==> src/rtl/intGroupMapper_pkg.sv <==
package intGroupMapper_pkg;

  typedef enum logic [1:0] {
    GRP_ZERO  = 2'b00,
    GRP_SEC1  = 2'b01,
    GRP_NSEC1 = 2'b10,
    GRP_ONE   = 2'b11
  } grpCode_t;

  typedef struct packed {
    logic capture;
    logic singleSec;
  } ctrlStrobe_t;

endpackage

==> src/rtl/intGroupMapper_ctrl.sv <==
module intGroupMapper_ctrl
  import intGroupMapper_pkg::*;
(
  input  logic        clk,
  input  logic        rstN,
  input  logic        cfgWrEn,
  input  logic        cfgWrData,
  input  logic        pendValid,
  output ctrlStrobe_t strb
);

  logic stickyQ;

  // one-way bit: writes may only set it
  always_ff @(posedge clk or negedge rstN) begin
    if (!rstN) begin
      stickyQ <= 1'b0;
    end else if (cfgWrEn && cfgWrData) begin
      stickyQ <= 1'b1;
    end
  end

  always_comb begin
    strb.capture   = pendValid;
    strb.singleSec = stickyQ;
  end

endmodule

==> src/rtl/intGroupMapper_dp.sv <==
module intGroupMapper_dp
  import intGroupMapper_pkg::*;
#(
  parameter int ElW = 2
) (
  input  logic           clk,
  input  logic           rstN,
  input  ctrlStrobe_t    strb,
  input  logic           grpBit,
  input  logic           grpModBit,
  input  logic           msgClass,
  input  logic [ElW-1:0] curEl,
  input  logic           curSecure,
  output grpCode_t       grpQ,
  output logic           irqQ,
  output logic           fiqQ
);

  localparam logic [ElW-1:0] ElTop = ElW'((1 << ElW) - 1);

  grpCode_t grpNext;
  logic     wantFiq;

  always_comb begin
    if (strb.singleSec) begin
      grpNext = (msgClass || grpBit) ? GRP_ONE : GRP_ZERO;
    end else if (msgClass || grpBit) begin
      grpNext = GRP_NSEC1;
    end else if (grpModBit) begin
      grpNext = GRP_SEC1;
    end else begin
      grpNext = GRP_ZERO;
    end
  end

  always_comb begin
    if (grpNext == GRP_ZERO || curEl == ElTop) begin
      wantFiq = 1'b1;
    end else begin
      unique case (grpNext)
        GRP_SEC1:  wantFiq = !curSecure;
        GRP_NSEC1: wantFiq = curSecure;
        default:   wantFiq = 1'b0;
      endcase
    end
  end

  always_ff @(posedge clk or negedge rstN) begin
    if (!rstN) begin
      grpQ <= GRP_ZERO;
      irqQ <= 1'b0;
      fiqQ <= 1'b0;
    end else begin
      irqQ <= strb.capture && !wantFiq;
      fiqQ <= strb.capture && wantFiq;
      if (strb.capture) begin
        grpQ <= grpNext;
      end
    end
  end

endmodule

==> src/rtl/intGroupMapper.sv <==
module intGroupMapper
  import intGroupMapper_pkg::*;
#(
  parameter int ElW = 2
) (
  input  logic           clk,
  input  logic           rstN,
  input  logic           cfgWrEn,
  input  logic           cfgWrData,
  input  logic           pendValid,
  input  logic           grpBit,
  input  logic           grpModBit,
  input  logic           msgClass,
  input  logic [ElW-1:0] curEl,
  input  logic           curSecure,
  output logic [1:0]     resolvedGroup,
  output logic           irqReq,
  output logic           fiqReq,
  output logic           singleSecMode
);

  ctrlStrobe_t strb;
  grpCode_t    grpQ;

  intGroupMapper_ctrl ctrl_i (
    .clk       (clk),
    .rstN      (rstN),
    .cfgWrEn   (cfgWrEn),
    .cfgWrData (cfgWrData),
    .pendValid (pendValid),
    .strb      (strb)
  );

  intGroupMapper_dp #(.ElW(ElW)) dp_i (
    .clk       (clk),
    .rstN      (rstN),
    .strb      (strb),
    .grpBit    (grpBit),
    .grpModBit (grpModBit),
    .msgClass  (msgClass),
    .curEl     (curEl),
    .curSecure (curSecure),
    .grpQ      (grpQ),
    .irqQ      (irqReq),
    .fiqQ      (fiqReq)
  );

  assign resolvedGroup = grpQ;
  assign singleSecMode = strb.singleSec;

endmodule

==> config.mk <==
export PLATFORM = sky130hd
export DESIGN_NAME = intGroupMapper
export DESIGN_NICKNAME = d
export VERILOG_FILES = /design/src/rtl/intGroupMapper_pkg.sv /design/src/rtl/intGroupMapper_ctrl.sv /design/src/rtl/intGroupMapper_dp.sv /design/src/rtl/intGroupMapper.sv
export SDC_FILE = /design/constraint.sdc
export NUM_CORES = 1
export LEC_CHECK = 0
export CAP_MARGIN = 20
export CELL_PAD_IN_SITES_DETAIL_PLACEMENT = 0
export CELL_PAD_IN_SITES_GLOBAL_PLACEMENT = 1
export CORE_AREA = 2 2 39 41
export DETAILED_ROUTE_END_ITERATION = 16
export DIE_AREA = 0 0 41 43
export DONT_BUFFER_PORTS = 1
export HOLD_SLACK_MARGIN = 0.1
export PLACE_DENSITY = 0.41
export SLEW_MARGIN = 0
export SYNTH_ARGS = -nofsm -noshare
export SYNTH_HDL_FRONTEND = slang
export SYNTH_SLANG_ARGS = --single-unit
==> constraint.sdc <==
create_clock -name clk -period 1 [get_ports clk]
set_input_delay 0.05 -clock clk [delete_from_list [all_inputs] [get_ports clk]]
set_output_delay 0.05 -clock clk [all_outputs]
set_load 0.02 [all_outputs]
### After elaboration in Yosys (flattened, before gate mapping)

Cells that the tools add are included.

* logic and storage cells: 21
* register bits: 5

* equal/unequal tests: 3
* muxes and demuxes: 6
* reduce and logical (&&, ||, !) cells: 8

Operators by type and width (number)
* 2-to-1 mux 2 bit: 3
* == test 2 bit (second input constant): 2
* logical AND 1 bit: 3
* == test 2 x 1 -> 1 bit (second input constant): 1
* logical NOT 1 bit: 2
* logical NOT 2 bit: 1
* logical OR 1 bit: 2
* 2-to-1 mux 1 bit: 2
* case mux 1 bit (2 select lines): 1

### Longest topological paths before layout

Gate-level depths: netlist (run 1).

* depth after elaboration: 8
* mapped depth: 3
* depth with buffers taken out: 3

### Cells and area by module

From an unflattened synthesis (run 1), not the netlist that was laid out.

* cell total of the unflattened synthesis: 20
* area, all modules: 224.0 um2

By module, submodules not included
* intGroupMapper_dp: instances 1, area an instance 176.4 um2, seq. area each 100.1 um2, cells an instance 16
* intGroupMapper_ctrl: instances 1, area an instance 47.5 um2, seq. area each 25.0 um2, cells an instance 4

### Worst setup path after synthesis (run 1)

Ideal clock, no wire load.

* path type: flip-flop to flip-flop
* from: reg ctrl_i.stickyQ
* to: reg dp_i.fiqQ
* data required time: 0.881 ns
* cell stages (with the launch flop): 4
* data arrival time: 0.974 ns
* path slack: -0.092 ns
* cells stage by stage: dfrtp_1 -> nand2b_4 -> a22o_1 -> o21a_1

* word-level cells in the longest chain between the ends: 5

Ends and longest elaborated chain
* start, declared: RTL line intGroupMapper_ctrl.sv:12 `logic stickyQ;`
* start signal, assigned: RTL line intGroupMapper_ctrl.sv:17 `stickyQ <= 1'b0;`
* start signal, assigned: RTL line intGroupMapper_ctrl.sv:19 `stickyQ <= 1'b1;`
* 2-to-1 mux 2 bit (*): RTL line intGroupMapper_dp.sv:25 `if (strb.singleSec) begin`
* == test 2 bit, or another cell as far along: RTL line intGroupMapper_dp.sv:40 `unique case (grpNext)`
* case mux 1 bit (2 select lines) or logical OR 1 bit (tied branches): RTL line intGroupMapper_dp.sv:40, intGroupMapper_dp.sv:37
* 2-to-1 mux 1 bit (*): RTL line intGroupMapper_dp.sv:37 `if (grpNext == GRP_ZERO || curEl == ElTop) begin`
* logical AND 1 bit (*): RTL line intGroupMapper_dp.sv:55 `fiqQ <= strb.capture && wantFiq;`
* end signal, assigned: RTL line intGroupMapper_dp.sv:55
* end, declared: RTL line intGroupMapper_dp.sv:16 `output logic fiqQ`

Mark *: on every way between the ends. The rest lies on a longest branch, timed or not.
A chain may end at the register's enable or synchronous reset.

### Final worst setup path (run 1)

Ends and elaborated chain as after synthesis.

==> results of run 1 <==
==> cells by family after synthesis <==
kind of cell	after synthesis	share of synthesized area [%]
AO/OA/AOI/OAI	7	21.39
flip-flops	5	57.80
AND/OR/NAND/NOR	6	20.81
==> per-stage QoR <==
| step | instances | power, µW | setup slack [ns] |
|---|---|---|---|
| 6_report | 50 | 533.0 | -0.04184 |
| 5_1_grt | 50 | 575.3 | -0.08195 |
| 4_1_cts | 50 | 544.2 | -0.03303 |
| 3_5_place_dp | 35 | 260.9 | -0.01094 |
| 3_3_place_gp | 35 | 260.3 | -0.003875 |
| 2_1_floorplan | 18 | 255.5 | -0.06386 |
==> cells in the final DEF, fill, tap and decap left out <==
cell,Yosys,layout
nand3b_1,1,1
o21ai_0,1,1
nor2_1,3,3
o21a_1,1,1
dfrtp_1,5,4
dfrtp_2,0,1
a21oi_1,2,2
clkbuf_1,0,1
buf_4,0,1
a22o_1,1,1
nand2b_4,1,1
dlygate4sd3_1,0,11
a21o_2,1,1
nor3b_2,1,1
a31oi_1,1,1
clkbuf_4,0,3
==> cell usage after synthesis (all sizes together) <==
library cell,number,share of area [%]
o21a,1,3.5
nor3b,1,5.8
a21oi,2,4.6
nand2b,1,6.4
a31oi,1,2.9
a22o,1,4.0
nand3b,1,3.5
dfrtp,5,58
a21o,1,4.0
o21ai,1,2.3
nor2,3,5.2
==> registers in the layout, indices dropped and copies added (netlist names) <==
signal	cells
ctrl_i.stickyQ	1
dp_i.fiqQ	1
dp_i.grpQ	2
dp_i.irqQ	1
==> layer usage <==
layer / routed length [µm] / vias up
met5: 0 / -
met4: 8 / 0
met3: 102 / 2
met2: 230 / 15
met1: 187 / 91
li1: - / 97
==> critical path, cell delays in order (launching register included) <==
cell	delay, ns
dfrtp_2	0.40
nand2b_4	0.14
a22o_1	0.21
o21a_1	0.18
==> area by class of cell <==
class | count | share of cell area [%]
Sequential cell | 5 | 33.11
Timing Repair Buffer | 12 | 30.82
Multi-Input combinational cell | 13 | 23.93
Tap cell | 16 | 5.246
Clock buffer | 4 | 6.885
==> worst paths after layout <==
| kind | start | endpoint | slack (ns) | cells past startpoint |
|---|---|---|---|---|
| hold / removal | rstN | dp_i.grpQ[0]$_DFFE_PN0P_ | 0.1 | 1 |
| hold reg to reg | ctrl_i.stickyQ$_DFFE_PN0P_ | ctrl_i.stickyQ$_DFFE_PN0P_ | 0.64 | 2 |
| setup / recovery | ctrl_i.stickyQ$_DFFE_PN0P_ | dp_i.fiqQ$_DFF_PN0_ | -0.04 | 3 |
| max in group asynchronous | rstN | ctrl_i.stickyQ$_DFFE_PN0P_ | 0.69 | 1 |
| setup reg to reg | ctrl_i.stickyQ$_DFFE_PN0P_ | dp_i.fiqQ$_DFF_PN0_ | -0.04 | 3 |
| min in group clk | msgClass | dp_i.irqQ$_DFF_PN0_ | 0.17 | 3 |
==> timing repair <==
action                     in CTS  in global routing
resized for setup               0                  0
hold buffers                   11                  0
hold endpoints to repair       10                  0
setup endpoints to repair       1                  3
==> power breakdown <==
group | internal (µW) | leakage, µW | total, µW | switching [µW]
Clock | 151 | 0.0000150 | 235 | 83.6
Sequential | 215 | 0.0000545 | 238 | 22.8
Combinational | 38.8 | 0.0000903 | 60.4 | 21.6
Total | 405 | 0.000160 | 533 | 128
==> reports/results.tsv, run 1 <==
metric	value	unit
synth_seq_area_share	57.80	%
ios	16	
cts_tree	built	
via_per_inst	4.100	
period_needed	1.042	ns
die_h	43	µm
path_max_fanout	2	
diodes	0	
yosys_warnings	0	
placementRows	14	
placed_cell_area	245.2	µm²
synthesis.area	216.5	µm²
rsz0062_at_grt	true	
tightest_slew	0.2380	ns
via_count	205	
synth_seq_cells	5	
antenna_left	0	
grt_use_met2	9.063	%
root_buffer	clkbuf_4	
period_share	104.2	%
portBuffers	0	
dp.final_hpwl	403	µm
critPathRequiredTime	1.13	ns
post_drt_wl_per_cell	10.56	µm
grt_max_degree	7	
gr-total-overflow	0	
syn-num-nets	29	
grt_pass1_wl	890	µm
drc_errors	0	
fin_util	27.58	%
start_kind	flop	
initial_core_util	15.64	%
max-clock-path-buffers	2	
die_width	41	µm
powerDensity	1397	mW/mm²
hold_violations	0	
seq_area	126.4	µm²
drv_slew	0	
cap_violations	0	
nFillCells	149	
cts.clk_slew.worst_paths	0.04	ns
use_met3	4.712	%
relSlewSlack	84.13	%
grt_usage	7.855	%
gp_congestion	0.6526	
use_met1	9.091	%
setup_viol	1	
fin_ws	-0.04184	ns
setup_tns	-0.04184	ns
drtIter0Drc	0	
finClkSkew	0.003232	ns
timing.fmax	959.8	MHz
area_growth	76.30	%
cts_setup_buffers	0	
antenna_found_initial	0	
syn_area_per_cell	12.03	µm²
numCtsBuffers	3	
leakage	0.0001598	µW
nets	46	
htreeDepth	1	
drtPass1Iterations	1	
grt_pass1_vias	204	
peakVddDrop	0.3204	mV
hold_slack	0.09895	ns
synthCells	18	
violations	negative setup slack	
fp.dieArea	0.001763	mm²
clock_sinks	5	
insertion_delay	0.24	ns
netlist-cell-type-count	11	
top_usage_layer	met1	
crit_arrival	1.17	ns
multi_input_area	91.34	µm²
wirelength	528	µm
worstSetupPathType	flop to flop	
status	finished, violations left	
drive_gt1_share	23.53	%
hold_class	input port to asynchronous set/reset pin	
worst_setup_path_end_kind	flop	
core_area	0.001384	mm²
fin_area	381.6	µm²
No activity file was read; power rests on OpenSTA's default activity.
==> inputs of run 2 (changes only) <==
ABC_AREA = 1   (was not set)
PLACE_DENSITY = 0.45   (was 0.41)
==> reports/results.tsv, run 2 <==
metric	value	unit
grt_use_met2	11.56	%
leakage	0.0001782	µW
gr-total-overflow	0	
hold_violations	0	
crit_buf_inv	1	
tightest_slew	0.2266	ns
start_kind	input port	
period_share	93.62	%
final_cell_mix	dlygate4sd3_1, nand2_1, dfrtp_1	
synth_edf_count	0	
drv_slew	0	
synth_seq_area_share	51.55	%
syn-num-nets	38	
antenna_left	0	
setup_tns	0	ns
cpLargestDelayFamily	buffers and inverters	
syn_area_per_cell	8.990	µm²
grt_pass1_vias	230	
grt_usage	8.192	%
portBuffers	0	
path_common_cell	nand2_2	
drtIter0Drc	2	
fin_ws	0.06384	ns
finalPower	546.8	µW
switching_share	25.04	%
drive_gt1_share	32.56	%
worstSetupPathDepth	7	
fin_area	407.9	µm²
grt_max_degree	6	
synthCells	27	
crit_slowest_cell	dlygate4sd3_1	
synth.most_common_cell	dfrtp_1	
netlist-cell-type-count	14	
via_per_inst	3.814	
synth_seq_cells	5	
synthesis.area	242.7	µm²
placed_cell_area	270.3	µm²
cp_cell_sequence	dlygate4sd3_1, nor2_4, nand2_2, nand2_2, nand2_2, nand2_1, nor2_1	
synth_top_cells_by_area	dfrtp_1, nand2_2, nand2_1, nor2_1, nor2_4	
cts.clk_slew.worst_paths	0.04	ns
post_drt_wl_per_cell	9.559	µm
power.internal	409.9	µW
final_common_cell	dlygate4sd3_1	
nFillCells	158	
slowest_delay	0.58	ns
p_switching	136.9	µW
timing.fmax	1068	MHz
yosysTopAreaCell	dfrtp_1	
via_count	225	
combPwrFrac	14.0	%
insertion_delay	0.24	ns
antenna_found_initial	0	
crit_arrival	1.06	ns
clock_sinks	5	
worst_setup_path_end_kind	flop	
die_width	41	µm
wirelength	564	µm
use_met3	1.571	%
ios	16	
use_met1	7.595	%
top_usage_layer	met4	
critPathRequiredTime	1.13	ns
hold_class	input port to asynchronous set/reset pin	
cts_tree	built	
dp.final_hpwl	415.4	µm
placementRows	14	
dp_slack	0.03710	ns
relSlewSlack	84.85	%
die_h	43	µm
drtPass1Iterations	4	
setup_viol	0	
powerDensity	1340	mW/mm²
largest_reg_flops	2	
synth.top_cell.area_share	51.55	%
nets	55	
path_max_fanout	4	
htreeDepth	1	
drc_errors	0	
pwr-share-seq	43.8	%
initial_core_util	17.54	%
yosys_warnings	0	
clkPwrFrac	42.2	%
top_register	dp_i.grpQ	
grt_pass1_wl	862	µm
root_buffer	clkbuf_4	
ys_async_sr_fraction	100.0	%
fp.dieArea	0.001763	mm²
max-clock-path-buffers	2	
finClkSkew	0.002762	ns
period_needed	0.9362	ns
core_area	0.001384	mm²
yosys-top-cells-count	dfrtp_1, nand2_1, nand2_2, nor2_1	
status	finished, final reports clean	
area_growth	68.04	%
worstRegToRegCells	6	
numCtsBuffers	3	
synth_flop_cell	dfrtp_1	
gp_congestion	0.6126	
cap_violations	0	
peakVddDrop	0.2354	mV
worstSetupPathType	input port to flop	
diodes	0	
## run 2: path summary, 6_finish.rpt
| kind | startpoint | endpoint | slack [ns] |
|---|---|---|---|
| max in group asynchronous | rstN | ctrl_i.stickyQ$_DFFE_PN0P_ | 0.69 |
| setup reg to reg | ctrl_i.stickyQ$_DFFE_PN0P_ | dp_i.irqQ$_DFF_PN0_ | 0.09 |
| hold / removal | rstN | dp_i.fiqQ$_DFF_PN0_ | 0.1 |
| min in group clk | cfgWrData | ctrl_i.stickyQ$_DFFE_PN0P_ | 0.47 |
| hold reg to reg | ctrl_i.stickyQ$_DFFE_PN0P_ | dp_i.grpQ[0]$_DFFE_PN0P_ | 0.63 |
| setup / recovery | msgClass | dp_i.irqQ$_DFF_PN0_ | 0.06 |
## run 2: area by class of cell
| type | count | area, µm² | area share (%) |
|---|---|---|---|
| clock buffers | 4 | 26.28 | 6.442 |
| inverters | 4 | 15.01 | 3.681 |
| multi-input cells | 18 | 105.1 | 25.77 |
| flip-flops and latches | 5 | 126.4 | 30.98 |
| well taps | 16 | 20.02 | 4.908 |
| repair buffers | 12 | 115.1 | 28.22 |
## run 2: power groups by stage
stage,sequential [µW],combinational (µW),clock [µW]
after global routing,242,87.2,256
after floorplan,241,31.3,0
final,240,76.4,231
after CTS,240,74.8,238
after global placement,242,36.1,0
after detailed placement,243,36.9,0
## run 2: cell families after synthesis
group	share of synthesized area, %
compound gates	19.07
buf+inv	6.184
flops	51.55
simple gates	23.19
## run 2: worst reg2reg max path, cell delays in order, from the launching register on
cell	delay, ns
dfrtp_2	0.43
nor2_2	0.10
nand2_2	0.06
nand2_2	0.06
nand2_2	0.05
nand2_1	0.06
nor2_1	0.04
## run 2: what timing repair did
item / CTS / global route
resized for setup: 0 / 2
hold buffers: 10 / 0
hold endpoints to repair: 10 / 0
endpoints found under the setup margin: 0 / 2
buffers inserted: 0 / 1
## run 2: per-stage QoR
stage,instances,util [%],hold slack [ns]
final,59,29.48,0.09685
after detailed placement,44,19.53,-0.2455
after floorplan,27,-,-0.2456
after global placement,44,19.53,-0.2455
after CTS,58,28.66,0.1002
after global routing,59,29.48,0.1058
## run 2: per-layer routing
layer	share of wire (%)	vias to the layer above
li1	-	116
met1	39	93
met2	52	16
met3	9.2	0
met4	0	0
met5	0	-
==> inputs of run 3 (changes only) <==
--- a/config.mk
+++ b/config.mk
@@ -16,2 +16,3 @@
 export HOLD_SLACK_MARGIN = 0.1
+export MAX_ROUTING_LAYER = met4
 export PLACE_DENSITY = 0.45
==> constraint.sdc (replaced) <==
create_clock -name clk -period 1 [get_ports clk]
set_input_delay 0.15 -clock clk [delete_from_list [all_inputs] [get_ports clk]]
set_output_delay 0.15 -clock clk [all_outputs]
set_load 0.02 [all_outputs]
==> reports/results.tsv, run 3 (synthesis results as in run 2) <==
metric	value	unit
drtPass1Iterations	1	
grt_max_degree	6	
peakVddDrop	0.2163	mV
fin_util	25.59	%
drive_gt1_share	35.14	%
core_area	0.001384	mm²
setup_tns	0	ns
powerDensity	1484	mW/mm²
top_register	dp_i.grpQ	
hold_slack	0.1109	ns
fp.dieArea	0.001763	mm²
gp_congestion	0.6170	
largest_reg_flops	2	
gr-total-overflow	0	
portBuffers	0	
critPathRequiredTime	0.85	ns
die_width	41	µm
drv_slew	0	
antenna_found_initial	0	
slowest_delay	0.44	ns
drc_errors	0	
dp_slack	0.03710	ns
grt_pass1_vias	218	
crit_arrival	0.82	ns
cts.clk_slew.worst_paths	0.04	ns
status	finished, final reports clean	
grt_pass1_wl	855	µm
tightest_slew	0.2262	ns
numCtsBuffers	3	
setup_viol	0	
dp.final_hpwl	415.4	µm
drtIter0Drc	0	
nFillCells	157	
finClkSkew	0.002355	ns
via_count	206	
placementRows	14	
start_kind	flop	
cts_setup_buffers	0	
via_per_inst	3.887	
period_needed	0.9716	ns
area_growth	45.88	%
post_drt_wl_per_cell	10.21	µm
grt_usage	8.291	%
clock_sinks	5	
insertion_delay	0.24	ns
hold_class	input port to flop	
worstSetupPathType	flop to primary output	
diodes	0	
leakage	0.0001554	µW
fin_area	354.1	µm²
wirelength	541	µm
path_max_fanout	5	
root_buffer	clkbuf_4	
crit_buf_inv	1	
ios	16	
max-clock-path-buffers	2	
die_h	43	µm
fin_ws	0.02838	ns
cp_cell_sequence	buf_6	
cts_tree	built	
relSlewSlack	84.87	%
cap_violations	0	
initial_core_util	17.54	%
antenna_left	0	
final_common_cell	dlygate4sd3_1	
final_cell_mix	dlygate4sd3_1, nand2_1, dfrtp_1	
timing.fmax	1029	MHz
placed_cell_area	270.3	µm²
htreeDepth	1	
crit_slowest_cell	dfrtp_2	
worst_setup_path_end_kind	primary output	
nets	49	
period_share	97.16	%
cpLargestDelayFamily	flip-flops	
hold_violations	0	
run 3: cell count changes in the layout (fill, tap and decap cells not counted):
cell and delta:
buf_6 +1, buf_4 -2, dlygate4sd3_1 -5
run 3: final timing paths:
check | startpoint | endpoint | slack [ns] | depth (start not counted)
hold reg to reg | ctrl_i.stickyQ$_DFFE_PN0P_ | dp_i.grpQ[0]$_DFFE_PN0P_ | 0.63 | 3
setup / recovery | ctrl_i.stickyQ$_DFFE_PN0P_ | singleSecMode | 0.03 | 1
setup reg to reg | ctrl_i.stickyQ$_DFFE_PN0P_ | dp_i.irqQ$_DFF_PN0_ | 0.08 | 6
min in group asynchronous | rstN | dp_i.fiqQ$_DFF_PN0_ | 0.20 | 1
max in group asynchronous | rstN | ctrl_i.stickyQ$_DFFE_PN0P_ | 0.59 | 1
hold / removal | msgClass | dp_i.grpQ[0]$_DFFE_PN0P_ | 0.11 | 3
run 3: metrics by stage:
stage,std cells,total power (µW)
4_1_cts,53,534.8
3_5_place_dp,44,279.8
6_report,53,525.4
5_1_grt,53,563.2
2_1_floorplan,27,272.2
3_3_place_gp,44,278.3
run 3: report_power, final:
group / leakage [µW] / internal, µW / switching [µW]
Clock: 0.0000150 / 151 / 79.5
Combinational: 0.0000846 / 28.0 / 27.7
Sequential: 0.0000558 / 216 / 23.4
run 3: what timing repair did:
item | in CTS | in global routing
hold buffers | 5 | 0
endpoints found under the hold margin | 9 | 0
resized for setup | 1 | 2
pin swaps | 0 | 1
endpoints found under the setup margin | 1 | 3
run 3: layer usage:
metal | track usage [%] | vias to the layer above | routed length, µm
met1 | 8.228 | 85 | 215
met4 | 12.00 | 0 | 0
met3 | 1.571 | 0 | 52
met5 | - | - | 0
li1 | - | 105 | -
met2 | 10.63 | 16 | 274
run 3: worst reg2reg max path, stage by stage (launching register included):
cell and delay (ns):
dfrtp_2 0.44, nor2_2 0.10, nand2_2 0.06, nand2_2 0.06, nand2_2 0.05, nand2_1 0.06
nor2_1 0.04
run 3: cell type report:
class                      count  area, µm²  area share [%]
inverter                       4      15.01           4.240
multi-input combinational     18      105.1           29.68
tap                           16      20.02           5.654
sequential                     5      126.4           35.69
clock buffer                   4      26.28           7.420
timing repair buffer           6      61.31           17.31
